**src/rtl/chrmap_pkg.sv**
```systemverilog
package chrmap_pkg;
  localparam int CPU_AW  = 16;
  localparam int DATA_W  = 8;
  localparam int PPU_AW  = 14;
  localparam int BANK_W  = 2;
  localparam int CNT_W   = BANK_W + 1;
  localparam int OFS_W   = PPU_AW - 1;
  localparam int CHR_AW  = BANK_W + OFS_W;
  localparam int PRG_AW  = CPU_AW - 1;

  // Reverse the low BANK_W data bits to form the bank number.
  function automatic logic [BANK_W-1:0] swap_bits(input logic [DATA_W-1:0] d);
    logic [BANK_W-1:0] b;
    for (int i = 0; i < BANK_W; i++) b[i] = d[BANK_W-1-i];
    return b;
  endfunction

  // Reduce the bank modulo the fitted count; 0 or oversize count leaves it as is.
  function automatic logic [BANK_W-1:0] wrap_bank(input logic [BANK_W-1:0] raw,
                                                  input logic [CNT_W-1:0] cnt);
    logic [CNT_W-1:0] wide;
    logic [CNT_W-1:0] res;
    wide = {1'b0, raw};
    if (cnt == '0 || cnt > CNT_W'(1 << BANK_W)) res = wide;
    else res = wide % cnt;
    return res[BANK_W-1:0];
  endfunction
endpackage

```
**src/rtl/chrmap_decode.sv**
```systemverilog
module chrmap_decode #(
  parameter int CPU_AW = chrmap_pkg::CPU_AW,
  parameter logic [CPU_AW-1:0] WIN_LO = 16'h6000,
  parameter logic [CPU_AW-1:0] WIN_HI = 16'h7FFF
) (
  input  logic [CPU_AW-1:0] cpu_addr,
  input  logic              cpu_wr,
  input  logic              cpu_en,
  output logic              wr_hit
);
  logic in_window;
  always_comb begin
    in_window = (cpu_addr >= WIN_LO) && (cpu_addr <= WIN_HI);
    wr_hit    = cpu_wr && cpu_en && in_window;
  end
endmodule

```
**src/rtl/chrmap_bank_latch.sv**
```systemverilog
module chrmap_bank_latch
  import chrmap_pkg::*;
#(
  parameter int DW = DATA_W,
  parameter int BW = BANK_W
) (
  input  logic          clk,
  input  logic          rst,
  input  logic          wr_hit,
  input  logic [DW-1:0] cpu_data,
  output logic [BW-1:0] bank_q
);
  always_ff @(posedge clk) begin
    if (rst)         bank_q <= '0;
    else if (wr_hit) bank_q <= swap_bits(cpu_data);
  end
endmodule

```
**src/rtl/chrmap_addr_gen.sv**
```systemverilog
module chrmap_addr_gen
  import chrmap_pkg::*;
#(
  parameter int BW  = BANK_W,
  parameter int CW  = CNT_W,
  parameter int PAW = PPU_AW,
  localparam int OW = PAW - 1,
  localparam int AW = BW + OW
) (
  input  logic [BW-1:0]  bank_q,
  input  logic [CW-1:0]  bank_count,
  input  logic [PAW-1:0] ppu_addr,
  input  logic           ppu_wr,
  input  logic           chr_rom_present,
  output logic [AW-1:0]  chr_addr,
  output logic           chr_sel,
  output logic           chr_ram_we
);
  logic [BW-1:0] eff_bank;
  always_comb begin
    eff_bank   = wrap_bank(bank_q, bank_count);
    chr_addr   = {eff_bank, ppu_addr[OW-1:0]};
    chr_sel    = ~ppu_addr[PAW-1];
    chr_ram_we = ppu_wr && chr_sel && !chr_rom_present;
  end
endmodule

```
**src/rtl/chr_bank_mapper.sv**
```systemverilog
module chr_bank_mapper
  import chrmap_pkg::*;
(
  input  logic              clk,
  input  logic              rst,
  input  logic [CPU_AW-1:0] cpu_addr,
  input  logic [DATA_W-1:0] cpu_data,
  input  logic              cpu_wr,
  input  logic              cpu_en,
  input  logic [PPU_AW-1:0] ppu_addr,
  input  logic              ppu_wr,
  input  logic              chr_rom_present,
  input  logic              mirror_cfg,
  input  logic [CNT_W-1:0]  bank_count,
  output logic [PRG_AW-1:0] prg_addr,
  output logic              prg_sel,
  output logic [CHR_AW-1:0] chr_addr,
  output logic              chr_sel,
  output logic              chr_ram_we,
  output logic              mirror_out,
  output logic              irq
);
  // Internal events brought out as named wires for the checker.
  logic              wr_hit;
  logic [BANK_W-1:0] bank_q;

  chrmap_decode u_decode (
    .cpu_addr (cpu_addr),
    .cpu_wr   (cpu_wr),
    .cpu_en   (cpu_en),
    .wr_hit   (wr_hit)
  );

  chrmap_bank_latch u_latch (
    .clk      (clk),
    .rst      (rst),
    .wr_hit   (wr_hit),
    .cpu_data (cpu_data),
    .bank_q   (bank_q)
  );

  chrmap_addr_gen u_addr (
    .bank_q          (bank_q),
    .bank_count      (bank_count),
    .ppu_addr        (ppu_addr),
    .ppu_wr          (ppu_wr),
    .chr_rom_present (chr_rom_present),
    .chr_addr        (chr_addr),
    .chr_sel         (chr_sel),
    .chr_ram_we      (chr_ram_we)
  );

  always_comb begin
    prg_addr   = cpu_addr[PRG_AW-1:0];
    prg_sel    = cpu_addr[CPU_AW-1];
    mirror_out = mirror_cfg;
    irq        = 1'b0;
  end
endmodule

```
**config.mk**
```make
export PLATFORM = sky130hd
export DESIGN_NAME = chr_bank_mapper
export DESIGN_NICKNAME = d
export VERILOG_FILES = /design/src/rtl/chrmap_pkg.sv /design/src/rtl/chrmap_decode.sv /design/src/rtl/chrmap_bank_latch.sv /design/src/rtl/chrmap_addr_gen.sv /design/src/rtl/chr_bank_mapper.sv
export SDC_FILE = /design/constraint.sdc
export NUM_CORES = 1
export LEC_CHECK = 0
export ABC_AREA = 1
export BUFFER_PORTS_ARGS = -buffer_cell sky130_fd_sc_hd__buf_2
export CAP_MARGIN = 25
export CORE_MARGIN = 8
export CORE_UTILIZATION = 31
export CTS_CLUSTER_DIAMETER = 200
export CTS_CLUSTER_SIZE = 8
export DETAILED_ROUTE_END_ITERATION = 6
export PLACE_DENSITY = 0.84
export SYNTH_ARGS = -nofsm -noshare
export SYNTH_HDL_FRONTEND = slang
export SYNTH_SLANG_ARGS = --single-unit
```
**constraint.sdc**
```tcl
create_clock -name clk -period 3 [get_ports clk]
set_clock_uncertainty 0.2 [all_clocks]
set_input_delay 0.3 -clock clk [delete_from_list [all_inputs] [get_ports clk]]
set_output_delay 0.3 -clock clk [all_outputs]
set_load 0.1 [all_outputs]
```
======== Yosys cells after proc, flatten, opt, wreduce, memory -nomap -nowiden ========
Index checks and enable logic that the tools add are counted.
word-level totals
  register bits ........................... 2
  bits of input ports ..................... 48
  output and inout bits ................... 35
  word-level logic and storage cells ...... 15
operators by class
  div/mod/pow operators ................... 1
  $lt $le $gt $ge ......................... 3
  muxes and demuxes ....................... 1
  bitwise operators ....................... 1
  reduce and logical (&&, ||, !) cells .... 8
operators with widths
  kind                    number
  $ge A16 B15 Y1 const B  1
  $le A16 B15 Y1 const B  1
  $logic_and A1 B1 Y1     5
  $gt A3 B3 Y1 const B    1
  $logic_not A3 Y1        1
  $mod A2 B3 Y3           1
  $mux W2                 1
  $logic_not A1 Y1        1
  $logic_or A1 B1 Y1      1
  $not A1 Y1              1

======== Depth between registers and ports, before layout ========
  depth after elaboration ................. 3
  depth in mapped cells ................... 20
  gate-level depth less buffers ........... 20

======== Hierarchy ========
Synthesis repeated with hierarchy kept, for this count alone.
second synthesis, totals
  cell total of the unflattened synthesis .. 103
  area total of the unflattened synthesis .. 646.9 sq um
by module, submodules not included
  module             times used  cells an instance  area each (sq um)  sequential area each (sq um)
  chrmap_addr_gen    1           67                 402.9              0.0
  chr_bank_mapper    1           19                 138.9              0.0
  chrmap_bank_latch  1           13                 81.3               40.0
  chrmap_decode      1           4                  23.8               0.0

======== Worst setup path before layout ========
No wires, ideal clock.
  path kind ............................... reg2out
  from .................................... register u_latch.bank_q[1]
  to ...................................... output chr_addr[13]
  arrival ................................. 3.469 ns
  required time ........................... 2.500 ns
  slack ................................... -0.969 ns
  stages on the path, launching flop included .. 19
  buffers on the path ..................... 0
  path through ............................ dfxtp_1 > inv_1 > ha_1 > nor2_1 > nor2_1 > nand3_1 > inv_1 > ha_1 > inv_1 > nor2_1 > nand2_1 > nand3_2 > nand2_1 > and2_1 > ha_1 > nand3_1 > nand3_1 > nand2_1 > o21ai_1
on the way
  word-level cells in the longest chain between the ends .. 2
ends and longest elaborated chain
  what                    line                     text
  start, declared         chrmap_bank_latch.sv:11  output logic [BW-1:0] bank_q
  start signal, assigned  chrmap_bank_latch.sv:15  else if (wr_hit) bank_q <= swap_bits(cpu_data);
  $mod A2 B3 Y3           chrmap_pkg.sv:25         else res = wide % cnt;
  $mux W2                 chrmap_pkg.sv:24         if (cnt == '0 || cnt > CNT_W'(1 << BANK_W)) res = wide;
  end, declared           chr_bank_mapper.sv:17    output logic [CHR_AW-1:0] chr_addr,
No other way between the ends.

======== Worst setup path in the final report ========
Same ends and word-level chain as after synthesis.

==> results.tsv <==
stage	metric	value	unit
run	MaxCap Viol Count	0	
setup_path	element type at the critical path end	primary output	
setup_path	startpoint class of the critical path	flop	
logic_synthesis	Top FF cell, synth	dfxtp_1	
clocking	H-tree lvl count	1	
final_layout	Layout Cells excl Fill	132	
setup_path	Max FO, Critical Path	3	
logic_synthesis	Post-synth EDFFs	0	
timing	Final Hold Viols	0	
logic_synthesis	Synth Net Count	152	
timing	Final Critical Period	3.26	ns
timing	Fin Setup TNS	-0.507	ns
placement	Inst Count DP	119	
setup_path	WS Path Type	reg2out	
logic_synthesis	Post-Synthesis Cells	97	
timing	final slew viol count	0	
setup_path	Max stage delay on crit path	0.34	ns
final_layout	Final Util	44.1	%
logic_synthesis	syn avg cell area	6.50	um2
logic_synthesis	distinct cell type count after synthesis	20	
logic_synthesis	Synth area leaders	buf_4 (37%), ha_1 (14%), inv_1 (6.5%)	
placement	GP Congestion	0.790	
power_and_ir_drop	Pleak	0.000425	uW
run_status	failing checks	negative setup slack	
grt	initial antenna violation count	0	
route	Detail Route Antenna Nets	0	
logic_synthesis	leading cell type by number of instances after synthesis	buf_4	
die	row cnt	16	
logic_synthesis	top cell type by total area after synthesis	buf_4	
route	Via density	4.45	
final_layout	Nets	162	
final_layout	Final Cell Area	857	um2
logic_synthesis	Post-Syn Area	631	um2
grt	number of global-route vias before repair	680	
timing	fmax	307	MHz
die	initial core utilization	32.5	%
final_layout	Regs by FF count	u_latch.bank_q x2	
final_layout	area of the multi-input gates	467	um2
route	residual DRC count	0	
route	iteration-0 DRC count of the detailed router	5	
die	Core Area	1940	um2
clocking	CTS tree	built	
die	chip width	61.1	um
placement	Port Buf Inserts	21	
power_and_ir_drop	Cell Pwr Density	352	nW/um2
clocking	Num CTS Buffers	3	
timing	RSZ-0062 raised after global routing	yes	
route	1st-pass router iterations	4	
final_layout	Area growth syn-to-layout	35.9	%
logic_synthesis	Commonest cells post-synth	buf_4 (31), inv_1 (11), nand2_1 (11)	
grt	total gr overflow	0	
timing	hold_ws	0.135	ns
setup_path	cells along the critical path	inv_2 > ha_4 > nor2_1 > nor2_1 > nand3_1 > inv_2 > ha_4 > inv_2 > nor2_1 > nand2_1 > buf_4 > nand4_1 > and2_4 > ha_4 > nand3_4 > nand3_4 > nand2_2 > o21ai_4 > buf_12	
grt	pin count of the biggest net entering global routing	6	
route	routed length per instance	13.6	um
final_layout	Antenna diodes	0	
timing	post-route setup slack	-0.259	ns
die	I/O pin total	83	
logic_synthesis	share of the synthesized area in the top cell type	36.9	%
power_and_ir_drop	Max IR drop VDD	0.193	mV
setup_path	family with the most delay on the worst path	simple AND/OR/NAND/NOR gates	
hold_path	worst hold path type	in2reg	
clocking	clk_lat worst skew	0.23	ns
logic_synthesis	share of the yosys chip area belonging to registers	6.35	%
timing	Final Setup Violations	2	
route	Routed WL	1800	um
grt	first-pass GRT wire length	2880	um
placement	Placed Area	682	um2
grt	GRT Total Usage	10.2	%
setup_path	CP max stage cell	dfxtp_2	
setup_path	Critical Path AT	2.76	ns
clocking	clock sink count	2	
clocking	clk slew on worst S/H paths	0.03	ns
clocking	CTS Root Cell	clkbuf_4	
logic_synthesis	Yosys reg bits	2	
placement	DP Wirelength	1260	um
final_layout	Biggest register	u_latch.bank_q	
logic_synthesis	Ys Warns	0	
run_status	status	finished, violations left	
final_layout	storage element area	41.3	um2
final_layout	fillers	202	
final_layout	max reg flops	2	
setup_path	Worst Path Buf+Inv	5	
logic_synthesis	Post-synth ARST share	0	%
timing	period utilisation layout	109	%
final_layout	layout cells sized above 1	66.7	%
setup_path	required time worst endpoint	2.50	ns
route	Via Count	587	
clocking	clock tree buffer depth	2	
die	die extent in y	61.1	um
die	Die ar.	3730	um2
-- repair_timing --
item,CTS,global route
pin swaps,12,8
hold buffers,0,0
endpoints found under the setup margin,2,2
buffers inserted,8,2
gates resized for setup,4,12
-- worst paths after layout --
| path | startpoint | to | slack [ns] | cells past startpoint |
|---|---|---|---|---|
| max | u_latch.bank_q[1] | chr_addr[13] | -0.26 | 19 |
| min | rst | u_latch.bank_q[1] | 0.14 | 4 |
| max reg2reg | u_latch.bank_q[1] | u_latch.bank_q[1] | 1.86 | 5 |
| min reg2reg | u_latch.bank_q[0] | u_latch.bank_q[0] | 0.32 | 2 |
-- metal layers --
metal / wire length, um / up-vias / GRT usage [%]
met5: 0 / - / 0
met4: 76 / 0 / 10.3
met3: 234 / 14 / 5.43
met2: 922 / 38 / 17.9
met1: 562 / 248 / 7.61
li1: - / 287 / -
-- power by group --
group          internal [uW]  leakage [uW]  switching (uW)  total [uW]
sequential              27.5     0.0000167           0.591        28.1
clock                   44.3     0.0000138            16.9        61.2
combinational           81.6      0.000395             131         212
total                    153      0.000425             148         301
-- area by class of cell --
class | count | area share [%]
multi-input cells | 52 | 54.5
repair buffers | 36 | 28.9
inverters | 12 | 5.26
flip-flops and latches | 2 | 4.82
well taps | 27 | 3.94
clock buffers | 3 | 2.63
-- cell usage in the layout (no fill, tap or decap), types with 3 or more instances in the layout --
master,n
inv_2,6
inv_1,6
nand2_2,5
buf_2,19
buf_4,15
nand2_1,6
ha_1,3
nand3_2,3
clkbuf_4,3
nor2_1,9
nand3_4,3
ha_4,4
-- stage by stage --
step	setup slack, ns	total power, uW
4_1_cts	-0.266	275
3_3_place_gp	-0.188	198
3_5_place_dp	-0.231	202
6_report	-0.259	301
2_1_floorplan	-0.0641	328
5_1_grt	-0.391	321
-- worst reg2reg max path: cells and delay by family (launching register included) --
kind | cells | cell delay (ns)
flops | 1 | 0.34
compound gates | 1 | 0.10
buf+inv | 4 | 0.42
-- cells by family (layout without fill, tap and decap cells) --
| logic type | count (synthesis) | in the layout | share of synthesized area, % |
|---|---|---|---|
| buffers and inverters | 43 | 51 | 44.0 |
| adder cells (fa/ha/maj) | 7 | 7 | 13.9 |
| flip-flops | 2 | 2 | 6.35 |
| AO/OA/AOI/OAI | 7 | 7 | 5.55 |
| AND/OR/NAND/NOR | 34 | 34 | 25.4 |
| XOR/XNOR | 3 | 3 | 4.17 |
| other | 1 | 1 | 0.595 |
Note: power is estimated with default switching activity, not from simulation.
